<file path="src/rtl/slice_alu_pkg.sv">
package slice_alu_pkg;

  localparam logic [2:0] CODE_AND = 3'b000;
  localparam logic [2:0] CODE_OR  = 3'b001;
  localparam logic [2:0] CODE_ADD = 3'b010;
  localparam logic [2:0] CODE_SUB = 3'b110;
  localparam logic [2:0] CODE_SLT = 3'b111;

  typedef enum logic [2:0] {
    PICK_AND  = 3'd0,
    PICK_OR   = 3'd1,
    PICK_SUM  = 3'd2,
    PICK_LESS = 3'd3,
    PICK_ZERO = 3'd4
  } pick_e;

  typedef struct packed {
    logic  bInvert;
    logic  carryIn;
    pick_e pick;
  } aluStrobes_t;

endpackage

</file>
<file path="src/rtl/alu_ctrl.sv">
module alu_ctrl
  import slice_alu_pkg::*;
(
  input  logic [2:0]  aluCode,
  output aluStrobes_t strobes
);

  always_comb begin
    strobes.bInvert = aluCode[2];
    strobes.carryIn = aluCode[2];
    unique case (aluCode)
      CODE_AND: strobes.pick = PICK_AND;
      CODE_OR:  strobes.pick = PICK_OR;
      CODE_ADD: strobes.pick = PICK_SUM;
      CODE_SUB: strobes.pick = PICK_SUM;
      CODE_SLT: strobes.pick = PICK_LESS;
      default:  strobes.pick = PICK_ZERO;
    endcase
  end

endmodule

</file>
<file path="src/rtl/alu_bit_slice.sv">
module alu_bit_slice
  import slice_alu_pkg::*;
(
  input  logic  a,
  input  logic  b,
  input  logic  carryIn,
  input  logic  bInvert,
  input  logic  lessIn,
  input  pick_e pick,
  output logic  resBit,
  output logic  sumBit,
  output logic  carryOut
);

  logic bEff;

  assign bEff     = b ^ bInvert;
  assign sumBit   = a ^ bEff ^ carryIn;
  assign carryOut = (a & bEff) | (a & carryIn) | (bEff & carryIn);

  always_comb begin
    unique case (pick)
      PICK_AND:  resBit = a & bEff;
      PICK_OR:   resBit = a | bEff;
      PICK_SUM:  resBit = sumBit;
      PICK_LESS: resBit = lessIn;
      default:   resBit = 1'b0;
    endcase
  end

endmodule

</file>
<file path="src/rtl/alu_datapath.sv">
module alu_datapath
  import slice_alu_pkg::*;
#(
  parameter int WIDTH = 32
) (
  input  logic [WIDTH-1:0] opA,
  input  logic [WIDTH-1:0] opB,
  input  aluStrobes_t      strobes,
  output logic [WIDTH-1:0] result,
  output logic             zeroFlag,
  output logic             carryOut,
  output logic             overflowFlag
);

  localparam int MSB = WIDTH - 1;

  logic setLess;
  logic msbCarryIn;
  logic msbCarryOut;
  logic msbSum;

  for (genvar i = 0; i < WIDTH; i++) begin : slices
    logic cin;
    logic cout;
    logic sum;
    logic less;

    if (i == 0) begin : g_first
      assign cin  = strobes.carryIn;
      assign less = setLess;
    end else begin : g_rest
      assign cin  = slices[i-1].cout;
      assign less = 1'b0;
    end

    alu_bit_slice u_slice (
      .a        (opA[i]),
      .b        (opB[i]),
      .carryIn  (cin),
      .bInvert  (strobes.bInvert),
      .lessIn   (less),
      .pick     (strobes.pick),
      .resBit   (result[i]),
      .sumBit   (sum),
      .carryOut (cout)
    );
  end

  assign msbCarryIn   = slices[MSB].cin;
  assign msbCarryOut  = slices[MSB].cout;
  assign msbSum       = slices[MSB].sum;

  assign overflowFlag = msbCarryIn ^ msbCarryOut;
  assign carryOut     = msbCarryOut;
  assign setLess      = msbSum ^ overflowFlag;
  assign zeroFlag     = ~|result;

endmodule

</file>
<file path="src/rtl/slice_alu.sv">
module slice_alu
  import slice_alu_pkg::*;
#(
  parameter int WIDTH = 32
) (
  input  logic [WIDTH-1:0] opA,
  input  logic [WIDTH-1:0] opB,
  input  logic [2:0]       aluCode,
  output logic [WIDTH-1:0] result,
  output logic             zeroFlag,
  output logic             carryOut,
  output logic             overflowFlag
);

  aluStrobes_t strobes;

  alu_ctrl u_ctrl (
    .aluCode (aluCode),
    .strobes (strobes)
  );

  alu_datapath #(.WIDTH(WIDTH)) u_dp (
    .opA          (opA),
    .opB          (opB),
    .strobes      (strobes),
    .result       (result),
    .zeroFlag     (zeroFlag),
    .carryOut     (carryOut),
    .overflowFlag (overflowFlag)
  );

endmodule

</file>
<file path="config.mk">
export PLATFORM = sky130hd
export DESIGN_NAME = slice_alu
export DESIGN_NICKNAME = d
export VERILOG_FILES = /design/src/rtl/slice_alu_pkg.sv /design/src/rtl/alu_ctrl.sv /design/src/rtl/alu_bit_slice.sv /design/src/rtl/alu_datapath.sv /design/src/rtl/slice_alu.sv
export SDC_FILE = /design/constraint.sdc
export NUM_CORES = 1
export LEC_CHECK = 0
export BUFFER_PORTS_ARGS = -buffer_cell sky130_fd_sc_hd__buf_4
export CORE_MARGIN = 2
export CORE_UTILIZATION = 45
export DETAILED_ROUTE_END_ITERATION = 10
export PLACE_DENSITY = 0.78
export SLEW_MARGIN = 20
export SYNTH_ARGS = -nofsm -noshare
export SYNTH_HDL_FRONTEND = slang
export SYNTH_SLANG_ARGS = --single-unit
</file>
<file path="constraint.sdc">
create_clock -name vclk -period 31.3
set_input_delay 7.825 -clock vclk [all_inputs]
set_output_delay 7.825 -clock vclk [all_outputs]
set_load 0.02 [all_outputs]
</file>
* After elaboration in Yosys (flattened, before gate mapping)
Cells that the tools add are included.
** Storage, ports and cells
- Bits in registers :: 0
- Input port bits :: 67
- Output and inout port bits :: 35
- Logic and storage cells :: 335
** Operators by class
- Equal/unequal tests :: 7
- Mux-type cells :: 33
- Bitwise gates (word level) :: 290
- Reduce and logical (&&, ||, !) cells :: 5
** Operators by type and width (count)
- $xor A1 B1 Y1 :: 98
- $and A1 B1 Y1 :: 96
- $or A1 B1 Y1 :: 96
- $pmux W1 S3 :: 31
- $reduce_or A32 Y1 :: 1
- $pmux W3 S4 :: 1
- $eq A3 B2 Y1 const B :: 3
- $eq A3 B1 Y1 const B :: 2
- $eq A3 B3 Y1 const B :: 2
- $logic_not A3 Y1 :: 2
- $pmux W1 S4 :: 1
- $reduce_or A2 Y1 :: 1
- $logic_not A1 Y1 :: 1

* Longest topological paths before layout
- Word-level depth :: 102
- Gate-level depth with buffers :: 39
- Mapped depth without buffers :: 37

* Hierarchy
From an unflattened synthesis, not the netlist that was laid out.
** Second synthesis, totals
- Cell total of the unflattened synthesis :: 406
- Area, all modules :: 3751.1 µm²
** Modules (own cells, without submodules)
- alu_bit_slice :: times used 32, cells an instance 12, area each 112.6 µm², sequential area each 0.0 µm²
- alu_datapath :: times used 1, cells an instance 14, area each 93.8 µm², sequential area each 0.0 µm²
- alu_ctrl :: times used 1, cells an instance 8, area each 53.8 µm², sequential area each 0.0 µm²

* Least setup slack after synthesis
No wires, ideal clock.
- Path kind :: in2out
- Start :: in aluCode[2]
- End :: out zeroFlag
- Arrival :: 22.261 ns
- Required time :: 23.475 ns
- Path slack :: 1.214 ns
- Stages on the path :: 38
- Buffers on the path :: 2
- Cell sequence :: buf_2 -> buf_1 -> xor2_1 -> fa_1 -> fa_1 -> fa_1 -> fa_1 -> fa_1 -> fa_1 -> fa_1 -> fa_1 -> fa_1 -> fa_1 -> fa_1 -> fa_1 -> fa_1 -> fa_1 -> fa_1 -> (+2 left out) -> fa_1 -> fa_1 -> fa_1 -> fa_1 -> fa_1 -> fa_1 -> fa_1 -> fa_1 -> fa_1 -> fa_1 -> fa_1 -> fa_1 -> fa_1 -> fa_1 -> a32o_1 -> or4_1 -> or4b_1 -> nor4_2
** On the way
- Elaborated cells between the ends (all ways) :: 335
- Classes of those cells :: eq/ne: 7; mux: 33; bitwise: 290; reduce/logical: 5
** RTL lines
- from (decl) :: RTL line slice_alu.sv:8 : input logic [2:0] aluCode,
- $xor A1 B1 Y1 :: RTL line alu_bit_slice.sv:17 : assign bEff = b ^ bInvert;
- $and A1 B1 Y1 :: RTL line alu_bit_slice.sv:19 : assign carryOut = (a & bEff) | (a & carryIn) | (bEff & carryIn);
- $or A1 B1 Y1 (2 in a row) :: RTL line alu_bit_slice.sv:19
- $and A1 B1 Y1 :: RTL line alu_bit_slice.sv:19
- $or A1 B1 Y1 (2 in a row) :: RTL line alu_bit_slice.sv:19
- $and A1 B1 Y1 :: RTL line alu_bit_slice.sv:19
- $or A1 B1 Y1 (2 in a row) :: RTL line alu_bit_slice.sv:19
- $and A1 B1 Y1 :: RTL line alu_bit_slice.sv:19
- (+78 left out)
- $or A1 B1 Y1 (2 in a row) :: RTL line alu_bit_slice.sv:19
- $and A1 B1 Y1 :: RTL line alu_bit_slice.sv:19
- $or A1 B1 Y1 (2 in a row) :: RTL line alu_bit_slice.sv:19
- $xor A1 B1 Y1 :: RTL line alu_bit_slice.sv:18 : assign sumBit = a ^ bEff ^ carryIn;
- $pmux W1 S3 * :: RTL line alu_bit_slice.sv:22 : unique case (pick)
- named net u_dp.slices[31].u_slice.resBit :: RTL line alu_bit_slice.sv:10 : output logic resBit,
- $reduce_or A32 Y1 * :: RTL line alu_datapath.sv:56 : assign zeroFlag = ~|result;
- $logic_not A1 Y1 * :: RTL line alu_datapath.sv:56
- to (decl) :: RTL line slice_alu.sv:10 : output logic zeroFlag,
The timed path passes the listed nets; every way through them passes the cells marked *.

* Worst setup path in the final report
- Start :: in opB[0]
- End :: out zeroFlag
** On the way
- Cells in the longest elaborated chain, start to end :: 102
- Elaborated cells between the ends (all ways) :: 199
- Classes of those cells :: mux: 32; bitwise: 165; reduce/logical: 2
** Ends and longest elaborated chain
- from (decl) :: RTL line slice_alu.sv:7 : input logic [WIDTH-1:0] opB,
- $xor A1 B1 Y1 * :: RTL line alu_bit_slice.sv:17
- $and A1 B1 Y1 :: RTL line alu_bit_slice.sv:19, alu_bit_slice.sv:23
- $or A1 B1 Y1 (2 in a row) :: RTL line alu_bit_slice.sv:19
- $and A1 B1 Y1 :: RTL line alu_bit_slice.sv:19
- $or A1 B1 Y1 (2 in a row) :: RTL line alu_bit_slice.sv:19
- $and A1 B1 Y1 :: RTL line alu_bit_slice.sv:19
- $or A1 B1 Y1 (2 in a row) :: RTL line alu_bit_slice.sv:19
- $and A1 B1 Y1 :: RTL line alu_bit_slice.sv:19
- (+81 left out)
- $or A1 B1 Y1 (2 in a row) :: RTL line alu_bit_slice.sv:19
- $and A1 B1 Y1 :: RTL line alu_bit_slice.sv:19
- $or A1 B1 Y1 (2 in a row) :: RTL line alu_bit_slice.sv:19
- $xor A1 B1 Y1 :: RTL line alu_datapath.sv:53 : assign overflowFlag = msbCarryIn ^ msbCarryOut;
- $xor A1 B1 Y1 :: RTL line alu_datapath.sv:55 : assign setLess = msbSum ^ overflowFlag;
- $pmux W1 S4 :: RTL line alu_bit_slice.sv:22
- $reduce_or A32 Y1 * :: RTL line alu_datapath.sv:56
- $logic_not A1 Y1 * :: RTL line alu_datapath.sv:56
Every way passes the cells marked *; elsewhere a longest branch is shown, timed or not.

==> flow_metrics.env <==
export IMPL_grt_overflow_total=0
export IMPL_nFillCells=645
export IMPL_synth_cell_types=32
export IMPL_grt_use_met1_pct=21.3
export IMPL_grt_usage_pct=17.3
export IMPL_die_area_mm2=0.00765
export IMPL_flops_and_latches=0
export IMPL_end_kind="primary output"
export IMPL_p_clk_share_pct=0
export IMPL_min_period_ns=30.29
export IMPL_critPathLaunch="opB[0]"
export IMPL_maxSlewViolCount=0
export IMPL_outcome="finished clean"
export IMPL_grt_max_degree=66
export IMPL_synth_xor_area_share_pct=9.23
export IMPL_fin_tns_setup_ns=0
export IMPL_clkbuf_count=0
export IMPL_cts_setup_buffers=0
export IMPL_synth_fa_ha_area_share_pct=46.0
export IMPL_yosysSeqAreaShare_pct=0
export IMPL_tightest_slew_ns=1.10
export IMPL_gr_max_usage_layer="met2"
export IMPL_hold_depth=4
export IMPL_num_io_pins=102
export IMPL_relSlewSlack_pct=26.5
export IMPL_power_frac_comb_pct=100.0
export IMPL_mostFrequentLayoutCell="buf_4"
export IMPL_drv_cap=0
export IMPL_final_cell_mix="buf_4, inv_1, ha_1, xor2_1, fa_1"
export IMPL_p_leak_nw=2.01
export IMPL_synth_area_per_cell_um2=8.44
export IMPL_register_area_um2=0
export IMPL_dpl_cell_area_mm2=0.00367
export IMPL_final_util_pct=54.4
export IMPL_start_util_pct=46.4
export IMPL_grtUsageMet3_pct=0.664
export IMPL_setup_worst_path_end="zeroFlag"
export IMPL_routed_wl_um=6910
export IMPL_core_mm2=0.00676
export IMPL_drcViolationCount=0
export IMPL_cts_resized=0
export IMPL_pwr_density_cell_mw_per_mm2=19.8
export IMPL_holdBufCountCts=0
export IMPL_vias=2507
export IMPL_swShare_pct=55.1
export IMPL_ys_warn_count=0
export IMPL_worstHoldPathType="in -> out"
export IMPL_syn_to_final_growth_pct=17.3
export IMPL_fin_crit_sh_pct=96.8
export IMPL_required_ns=23.48
export IMPL_arrival_ns=22.47
export IMPL_synth_top_family_by_area="adder cells"
export IMPL_synth_compound_area_share_pct=11.4
export IMPL_place_gp_congestion=0.811
export IMPL_cp_max_fo=3
export IMPL_switchingPower_uw=40.1
export IMPL_p_seq_share_pct=0
export IMPL_nNetsFinal=589
export IMPL_start_kind="input pin"
export IMPL_p_int_uw=32.7
export IMPL_drtIter0Drc=71
export IMPL_hold_viol_final=0
export IMPL_crit_type="in -> out"
export IMPL_crit_slowest_cell="or4b_1"
export IMPL_use_met2_pct=34.5
export IMPL_avgRoutedWirePerCell_um=13.7
export IMPL_timing_fmax_ghz=0.0330
export IMPL_peakVddDrop_uv=10.7
export IMPL_synthSimpleGateAreaFrac_pct=13.4
export IMPL_syn_inst=371
export IMPL_setup_viol=0
export IMPL_die_w_um=87.4
export IMPL_fin_area_mm2=0.00367
export IMPL_grt_pass1_vias=2402
export IMPL_setup_slack_ns=1.01
export IMPL_syn_num_nets=534
export IMPL_synth_mux_area_fraction_pct=1.32
export IMPL_dp_hpwl_um=5720
export IMPL_firstDrtPassIters=6
export IMPL_rsz0062_at_grt="no"
export IMPL_num_rows=30
export IMPL_crit_top_cell="fa_1"
export IMPL_antennaDiodeCount=0
export IMPL_finalPower_uw=72.8
export IMPL_die_height_um=87.4
export IMPL_cpPeakStageDelay_ns=0.50
export IMPL_viasPerCell=4.97
export IMPL_antenna_found_initial=0
export IMPL_drive_gt1_share_pct=27.6
export IMPL_synth_area_mm2=0.00313
export IMPL_port_buffers=102
export IMPL_ant_nets=0
export IMPL_grt_pass1_wl_um=10800
export IMPL_pre_cts_slack_ns=1.01
==> area by class of cell <==
class,count,area (um^2),area share [%]
inverter,67,251,6.84
tap,80,100,2.72
multi-input combinational,254,2550,69.4
timing repair buffer,103,773,21.0
==> worst max-delay path, delay by kind of cell <==
family	cells	cell delay, ns
and+or+nand+nor	3	1.33
AOI/OAI and AO/OA	1	0.24
buffers and inverters	2	0.29
muxes	1	0.33
adders and majority gates	31	12.44
==> power groups by stage <==
stage | Clock [mW] | Combinational (mW) | Sequential, mW
5_1_grt | 0 | 0.0812 | 0
3_5_place_dp | 0 | 0.0733 | 0
2_1_floorplan | 0 | 0.0526 | 0
3_3_place_gp | 0 | 0.0704 | 0
6_report | 0 | 0.0728 | 0
4_1_cts | 0 | 0.0737 | 0
==> cells by family (layout without fill, tap and decap cells) <==
group	Yosys count	in the layout
xor gates and xnor gates	33	33
and+or+nand+nor	78	78
buffers and inverters	117	170
adders and majority gates	96	96
muxes	4	4
AOI/OAI and AO/OA	43	43
==> per-layer routing <==
metal  part of all wire [%]  vias up
met5                      0        -
met4                      0        0
met3                    5.4        0
met2                     53       76
met1                     41     1211
li1                       -     1220
==> worst min path at each step <==
| stage | from | endpoint | slack, ns |
|---|---|---|---|
| 2_1_floorplan | aluCode[1] | result[0] | 15.91 |
| 3_3_place_gp | aluCode[1] | result[0] | 16.08 |
| 3_5_place_dp | aluCode[1] | result[0] | 16.09 |
| 4_1_cts | aluCode[1] | result[0] | 16.09 |
| 5_1_grt | aluCode[1] | result[0] | 16.12 |
| 6_report | aluCode[1] | result[0] | 16.09 |
==> cells in the mapped netlist (all sizes together), types with 4 or more instances <==
| library cell | count | area, um^2 |
|---|---|---|
| a32o | 24 | 240 |
| fa | 32 | 641 |
| buf | 41 | 290 |
| a21oi | 5 | 25.0 |
| nor2 | 7 | 26.3 |
| nand2 | 29 | 109 |
| ha | 64 | 801 |
| a211oi | 4 | 30.0 |
| inv | 67 | 251 |
| a21o | 4 | 30.0 |
| clkbuf | 7 | 26.3 |
| o21ai | 5 | 25.0 |
| nand2b | 8 | 50.1 |
| or2 | 25 | 156 |
| xor2 | 33 | 289 |
==> metrics by stage <==
stage,std cells,hold slack [ns]
2_1_floorplan,371,15.91
3_3_place_gp,504,16.08
3_5_place_dp,504,16.09
4_1_cts,504,16.09
5_1_grt,504,16.12
6_report,504,16.09
(Power assumes the default switching activity.)
